**src/rtl/sdirq_pkg.sv**
```systemverilog
package sdirq_pkg;
  localparam int REG_W  = 32;
  localparam int DET_W  = 23;
  localparam int ADDR_W = 2;
  localparam int N_DIR  = 10;
  localparam int N_SUM  = 5;

  localparam logic [REG_W-1:0] MASKABLE = 32'h8B7F031D;

  // status bit positions fed straight from event pulses
  localparam int DIR_POS [N_DIR] = '{0, 2, 3, 4, 20, 21, 24, 25, 27, 31};
  // summary error bits and the detail groups folded into each
  localparam int SUM_POS [N_SUM] = '{16, 17, 18, 19, 22};
  localparam logic [DET_W-1:0] SUM_GRP [N_SUM] =
    '{23'h000003, 23'h000F00, 23'h00003C, 23'h700000, 23'h030000};

  localparam int LIVE_PRESENT = 5;
  localparam int LIVE_WPROT   = 7;
  localparam int LIVE_BUSY    = 30;

  typedef enum logic [ADDR_W-1:0] {
    SEL_STATUS = 2'd0,
    SEL_MASK   = 2'd1,
    SEL_DETAIL = 2'd2,
    SEL_CTRL   = 2'd3
  } reg_sel_e;

  function automatic logic [DET_W-1:0] grouped_bits();
    logic [DET_W-1:0] r;
    r = '0;
    for (int k = 0; k < N_SUM; k++) r = r | SUM_GRP[k];
    return r;
  endfunction

  localparam logic [DET_W-1:0] UNGROUPED = ~grouped_bits();
endpackage

```
**src/rtl/sdirq_flags.sv**
```systemverilog
module sdirq_flags
  import sdirq_pkg::*;
#(
  parameter int N = N_DIR
) (
  input  logic         clk,
  input  logic         rst,
  input  logic         clr_all,
  input  logic [N-1:0] evt_i,
  input  logic [N-1:0] ack_clr_i,
  output logic [N-1:0] flag_q,
  output logic [N-1:0] flag_n
);
  // set has priority over acknowledge; soft reset over both
  always_comb begin
    if (clr_all) flag_n = '0;
    else         flag_n = evt_i | (flag_q & ~ack_clr_i);
  end

  always_ff @(posedge clk) begin
    if (rst) flag_q <= '0;
    else     flag_q <= flag_n;
  end

  AST_EVT_STICKS: assert property (@(posedge clk) disable iff (rst)
    !clr_all |=> ((flag_q & $past(evt_i)) == $past(evt_i)));
  AST_ACK_CLEARS: assert property (@(posedge clk) disable iff (rst)
    !clr_all |=> ((flag_q & $past(ack_clr_i & ~evt_i)) == '0));
  AST_EVT_WINS: assert property (@(posedge clk) disable iff (rst)
    (!clr_all && ((evt_i & ack_clr_i) != '0))
      |=> ((flag_q & $past(evt_i & ack_clr_i)) == $past(evt_i & ack_clr_i)));
  AST_SRST_FLAGS: assert property (@(posedge clk) disable iff (rst)
    clr_all |=> (flag_q == '0));
endmodule

```
**src/rtl/sdirq_detail.sv**
```systemverilog
module sdirq_detail
  import sdirq_pkg::*;
#(
  parameter int DW = DET_W,
  parameter int NS = N_SUM
) (
  input  logic          clk,
  input  logic          rst,
  input  logic          clr_all,
  input  logic [DW-1:0] det_set_i,
  input  logic [NS-1:0] ack_sum_i,
  output logic [DW-1:0] det_q,
  output logic [NS-1:0] sum_q,
  output logic [NS-1:0] sum_n
);
  logic [DW-1:0] clr_mask;
  logic [DW-1:0] det_n;

  always_comb begin
    clr_mask = '0;
    for (int k = 0; k < NS; k++)
      if (ack_sum_i[k]) clr_mask = clr_mask | SUM_GRP[k];
  end

  always_comb begin
    if (clr_all) det_n = '0;
    else         det_n = det_set_i | (det_q & ~clr_mask);
  end

  always_ff @(posedge clk) begin
    if (rst) det_q <= '0;
    else     det_q <= det_n;
  end

  for (genvar k = 0; k < NS; k++) begin : g_fold
    assign sum_q[k] = |(det_q & SUM_GRP[k]);
    assign sum_n[k] = |(det_n & SUM_GRP[k]);
  end

  AST_DET_SET: assert property (@(posedge clk) disable iff (rst)
    !clr_all |=> ((det_q & $past(det_set_i)) == $past(det_set_i)));
  AST_DET_UNGROUPED_HOLD: assert property (@(posedge clk) disable iff (rst)
    !clr_all |=> ((det_q & UNGROUPED & $past(det_q)) == ($past(det_q) & UNGROUPED)));
  AST_SRST_DETAIL: assert property (@(posedge clk) disable iff (rst)
    clr_all |=> (det_q == '0));
endmodule

```
**src/rtl/sdirq_irq.sv**
```systemverilog
module sdirq_irq
  import sdirq_pkg::*;
#(
  parameter int W = REG_W
) (
  input  logic         clk,
  input  logic         rst,
  input  logic [W-1:0] flags_n,
  input  logic [W-1:0] mask_n,
  output logic         irq_o
);
  logic irq_q;

  always_ff @(posedge clk) begin
    if (rst) irq_q <= 1'b0;
    else     irq_q <= |(flags_n & ~mask_n & MASKABLE);
  end

  assign irq_o = irq_q;

  AST_IRQ_ALL_MASKED: assert property (@(posedge clk) disable iff (rst)
    (mask_n == MASKABLE) |=> !irq_o);
  AST_IRQ_NO_FLAGS: assert property (@(posedge clk) disable iff (rst)
    (flags_n == '0) |=> !irq_o);
endmodule

```
**src/rtl/sd_irq_status_ctrl.sv**
```systemverilog
module sd_irq_status_ctrl
  import sdirq_pkg::*;
(
  input  logic              clk,
  input  logic              rst,
  input  logic [N_DIR-1:0]  evt_i,
  input  logic [DET_W-1:0]  det_set_i,
  input  logic              card_present_i,
  input  logic              wr_protect_i,
  input  logic              cmd_busy_i,
  input  logic              reg_wr_i,
  input  logic [ADDR_W-1:0] reg_addr_i,
  input  logic [REG_W-1:0]  reg_wdata_i,
  output logic [REG_W-1:0]  reg_rdata_o,
  output logic              irq_o
);
  reg_sel_e sel;
  logic     wr_status, wr_mask, wr_ctrl;
  logic     ctrl_q;
  logic     clr_all;

  assign sel       = reg_sel_e'(reg_addr_i);
  assign wr_status = reg_wr_i && (sel == SEL_STATUS);
  assign wr_mask   = reg_wr_i && (sel == SEL_MASK);
  assign wr_ctrl   = reg_wr_i && (sel == SEL_CTRL);
  assign clr_all   = !ctrl_q;

  // soft reset control bit, released after hard reset
  always_ff @(posedge clk) begin
    if (rst)          ctrl_q <= 1'b1;
    else if (wr_ctrl) ctrl_q <= reg_wdata_i[0];
  end

  // acknowledge vectors picked out of the written status word
  logic [N_DIR-1:0] ack_clr;
  logic [N_SUM-1:0] ack_sum;

  for (genvar g = 0; g < N_DIR; g++) begin : g_ack_dir
    assign ack_clr[g] = wr_status & ~reg_wdata_i[DIR_POS[g]];
  end
  for (genvar k = 0; k < N_SUM; k++) begin : g_ack_sum
    assign ack_sum[k] = wr_status & ~reg_wdata_i[SUM_POS[k]];
  end

  logic [N_DIR-1:0] flag_q, flag_n;
  logic [DET_W-1:0] det_q;
  logic [N_SUM-1:0] sum_q, sum_n;

  sdirq_flags #(.N(N_DIR)) u_flags (
    .clk       (clk),
    .rst       (rst),
    .clr_all   (clr_all),
    .evt_i     (evt_i),
    .ack_clr_i (ack_clr),
    .flag_q    (flag_q),
    .flag_n    (flag_n)
  );

  sdirq_detail #(.DW(DET_W), .NS(N_SUM)) u_detail (
    .clk       (clk),
    .rst       (rst),
    .clr_all   (clr_all),
    .det_set_i (det_set_i),
    .ack_sum_i (ack_sum),
    .det_q     (det_q),
    .sum_q     (sum_q),
    .sum_n     (sum_n)
  );

  // scatter compact flag vectors into status bit positions
  logic [REG_W-1:0] flags_vec_q, flags_vec_n, live_vec;

  always_comb begin
    flags_vec_q = '0;
    flags_vec_n = '0;
    for (int g = 0; g < N_DIR; g++) begin
      flags_vec_q[DIR_POS[g]] = flag_q[g];
      flags_vec_n[DIR_POS[g]] = flag_n[g];
    end
    for (int k = 0; k < N_SUM; k++) begin
      flags_vec_q[SUM_POS[k]] = sum_q[k];
      flags_vec_n[SUM_POS[k]] = sum_n[k];
    end
  end

  always_comb begin
    live_vec = '0;
    live_vec[LIVE_PRESENT] = card_present_i;
    live_vec[LIVE_WPROT]   = wr_protect_i;
    live_vec[LIVE_BUSY]    = cmd_busy_i;
  end

  // mask word; non-maskable positions are forced to 0
  logic [REG_W-1:0] mask_q, mask_n;

  assign mask_n = wr_mask ? (reg_wdata_i & MASKABLE) : mask_q;

  always_ff @(posedge clk) begin
    if (rst) mask_q <= MASKABLE;
    else     mask_q <= mask_n;
  end

  sdirq_irq #(.W(REG_W)) u_irq (
    .clk     (clk),
    .rst     (rst),
    .flags_n (flags_vec_n),
    .mask_n  (mask_n),
    .irq_o   (irq_o)
  );

  // registered read port
  logic [REG_W-1:0] rdata_q;

  always_ff @(posedge clk) begin
    if (rst) rdata_q <= '0;
    else begin
      unique case (sel)
        SEL_STATUS: rdata_q <= flags_vec_q | live_vec;
        SEL_MASK:   rdata_q <= mask_q;
        SEL_DETAIL: rdata_q <= {{(REG_W-DET_W){1'b0}}, det_q};
        SEL_CTRL:   rdata_q <= {{(REG_W-1){1'b0}}, ctrl_q};
        default:    rdata_q <= '0;
      endcase
    end
  end

  assign reg_rdata_o = rdata_q;

  AST_MASK_STORE: assert property (@(posedge clk) disable iff (rst)
    wr_mask |=> (mask_q == ($past(reg_wdata_i) & MASKABLE)));
  AST_MASK_HOLD_SRST: assert property (@(posedge clk) disable iff (rst)
    (!wr_mask && clr_all) |=> $stable(mask_q));
  AST_CTRL_READ: assert property (@(posedge clk) disable iff (rst)
    (sel == SEL_CTRL) |=> (reg_rdata_o[REG_W-1:1] == '0));
endmodule

```
**config.mk**
```make
export PLATFORM = sky130hd
export DESIGN_NAME = sd_irq_status_ctrl
export DESIGN_NICKNAME = d
export VERILOG_FILES = /design/src/rtl/sdirq_pkg.sv /design/src/rtl/sdirq_flags.sv /design/src/rtl/sdirq_detail.sv /design/src/rtl/sdirq_irq.sv /design/src/rtl/sd_irq_status_ctrl.sv
export SDC_FILE = /design/constraint.sdc
export NUM_CORES = 1
export LEC_CHECK = 0
export BUFFER_PORTS_ARGS = -buffer_cell sky130_fd_sc_hd__buf_4
export CAP_MARGIN = 20
export CORE_ASPECT_RATIO = 1.1
export CORE_MARGIN = 10
export CORE_UTILIZATION = 55
export CTS_BUF_LIST = sky130_fd_sc_hd__clkbuf_4
export CTS_CLUSTER_SIZE = 24
export DETAILED_ROUTE_END_ITERATION = 8
export PLACE_DENSITY_LB_ADDON = 0.3
export REMOVE_ABC_BUFFERS = 1
export SLEW_MARGIN = 25
export SYNTH_ARGS = -nofsm -noshare
export SYNTH_HDL_FRONTEND = slang
export SYNTH_HIERARCHICAL = 1
export SYNTH_SLANG_ARGS = --single-unit
```
**constraint.sdc**
```tcl
create_clock -name clk -period 2.25 [get_ports clk]
set_input_delay 0.5625 -clock clk [delete_from_list [all_inputs] [get_ports clk]]
set_output_delay 0.5625 -clock clk [all_outputs]
set_load 0.05 [all_outputs]
```
==> flow_summary.yaml <==
run_status:
  status: "completed"
cts:
  postCtsSetupRepairBufs: 0
  htreeDepth: 3
  ctsHoldBuffers: 0
  cts_tree: "yes"
  cts_buffer_depth: 2
  path_clk_slew_ns: 0.16
  cts-root-buf: "clkbuf_4"
  cts.sinks: 99
  clk_latency_ns: 0.43
  cts_buffers: 9
  cts_resized: 0
critical_path:
  path_cells: "buf_4 -> buf_4 -> nor2b_2 -> buf_12 -> nand2_2 -> buf_4 -> a21o_1 -> inv_1 -> a222oi_1 -> a31oi_1"
  worstPathArrival_ns: 2.18
  cp_max_fo: 13
  cp_data_required_time_ns: 2.57
  worst_path_largest_cell_delay_ns: 0.42
  cp_slowest_cell: "a222oi_1"
  r2r-start: "u_detail/det_q[5]$_SDFF_PP0_"
  critPathKind: "in -> reg"
  startpoint_type: "primary input"
  reg2reg_depth: 6
  cp_common_cell: "buf_4"
  cp-end-kind: "register"
  startpoint: "reg_addr_i[0]"
placement:
  place.gp.congestion: 0.8729
  hpwl_mm: 7.558
  place_ws_ns: -0.06311
  portBuffers: 90
cells_and_area:
  fin_nets: 636
  area_growth_syn_to_layout_pct: 24.14
  drive_gt1_frac: 0.3011
  antenna-diode-count: 0
synth:
  synth_warnings: 6
  avgSynthCellArea_um2: 9.188
  synthCells: 457
  syn_area_um2: 4199
die:
  dieArea_um2: 11530
  core_area_um2: 7432
  fp.dieH_um: 111.6
  initial_core_util: 0.5650
  die_x_um: 103.3
  ios: 106
  rows: 33
worst_hold_path:
  hold_path.class: "in -> reg"
  hold_depth: 3
  hp-start: "det_set_i[14]"
grt:
  grt_pass1_wl_mm: 17.24
  grt_pass1_vias: 3625
  grt_use_total: 0.1819
  antenna_found_initial: 0
  grt_max_degree: 49
  grt_overflow_total: 0
timing:
  period_minus_slack_ns: 1.858
  tightest_slew_ns: 0.5187
  clock.fmax_mhz: 538.2
  final.setup_skew_ns: 0.01230
  setup_viol: 0
  period_share: 0.8258
  fin_setup_tns_ns: 0
  final-hold-violation-count: 0
  slew_viol_final: 0
  grt_setup_unrepaired: "no"
  setup_slack_ns: 0.3920
  relSlewSlack: 0.6542
detailed_routing:
  viasPerCell: 5.434
  drcViolationCount: 0
  wl_per_cell_um: 15.75
  via_count: 3559
  first_pass_iters: 4
  wl_mm: 10.32
  final_antenna_net_count: 0
  drtIter0Drc: 142
run:
  drv_cap: 0
pwr:
  peakVddDrop_uv: 337.1
  powerDensity_nw_per_um2: 671.9
  p_leak_nw: 2.463
## power by group
group | switching, W | internal (W) | total (W) | leakage (nW)
registers | 0.0000529 | 0.00185 | 0.00190 | 0.816
logic | 0.000355 | 0.000291 | 0.000646 | 1.57
clock network | 0.000606 | 0.000349 | 0.000955 | 0.0734
## worst max-delay path: cells and delay by family
family	cells	cell delay, ns
buffers and inverters	5	0.57
and+or+nand+nor	2	0.37
AOI/OAI and AO/OA	3	0.65
## state kept, by name, indices dropped and copies added, names as in the netlist
| register | flops |
|---|---|
| reg_rdata_o | 32 |
| u_detail/det_q | 23 |
| u_flags/flag_q | 10 |
| ctrl_q | 1 |
| mask_q | 32 |
| u_irq/irq_o | 1 |
## per-stage QoR
step | hold slack (ns) | util | area [um2] | std cells | power, W
after floorplan | 0.4215 | - | 4001 | 426 | 0.002289
after global placement | 0.4340 | 0.6820 | 5069 | 639 | 0.002568
after detailed placement | 0.4428 | 0.6820 | 5069 | 639 | 0.002585
after CTS | 0.3069 | 0.7013 | 5213 | 655 | 0.003526
after global routing | 0.3148 | 0.7013 | 5213 | 655 | 0.003659
final | 0.3238 | 0.7013 | 5213 | 655 | 0.003503
## cells in the final DEF (no fill, tap or decap)
cell type / count
mux4_2: 1
a22oi_1: 10
nand3_1: 1
clkbuf_4: 9
a211o_1: 17
and3_1: 21
or2_2: 2
inv_1: 40
a21o_1: 17
a211oi_1: 24
o21bai_1: 2
nor4_1: 2
clkinv_1: 1
clkinvlp_4: 2
clkinv_2: 1
inv_8: 2
o2111ai_1: 1
and2_1: 15
nand2_2: 1
nor3_1: 4
buf_4: 125
o22ai_1: 5
conb_1: 2
nand2b_1: 40
bufinv_16: 1
or4_4: 2
dfxtp_1: 99
nor2b_2: 1
nor2b_1: 14
o2bb2ai_1: 3
or2_1: 3
a222oi_1: 1
a21oi_1: 14
buf_12: 1
nor2_1: 51
a21oi_2: 23
a31oi_1: 3
or3_1: 1
or3b_1: 1
mux2i_1: 5
## layer usage
metal | routed length, um | global-route usage | up-vias
li1 | - | - | 1758
met2 | 5017 | 0.3022 | 112
met5 | 0 | 0 | -
met1 | 4380 | 0.2216 | 1676
met3 | 778 | 0.05133 | 13
met4 | 143 | 0.05292 | 0
## final cells by class
type / instances / area (um2)
fillers: 624 / 2220
flip-flops and latches: 99 / 1982
multi-input cells: 287 / 1869
repair buffers: 126 / 958.4
inverters: 40 / 150.1
well taps: 87 / 108.9
clock inverters: 7 / 76.32
clock buffers: 9 / 67.56
## final timing paths
| kind | to | slack, ns |
|---|---|---|
| worst max-delay path | u_irq/irq_o$_SDFF_PP0_ | 0.39 |
| worst min-delay path | u_detail/det_q[14]$_SDFF_PP0_ | 0.32 |
| worst max register to register | u_irq/irq_o$_SDFF_PP0_ | 0.47 |
| worst min register to register | mask_q[28]$_SDFF_PP0_ | 0.48 |
No activity file was read; power rests on OpenSTA's default activity.
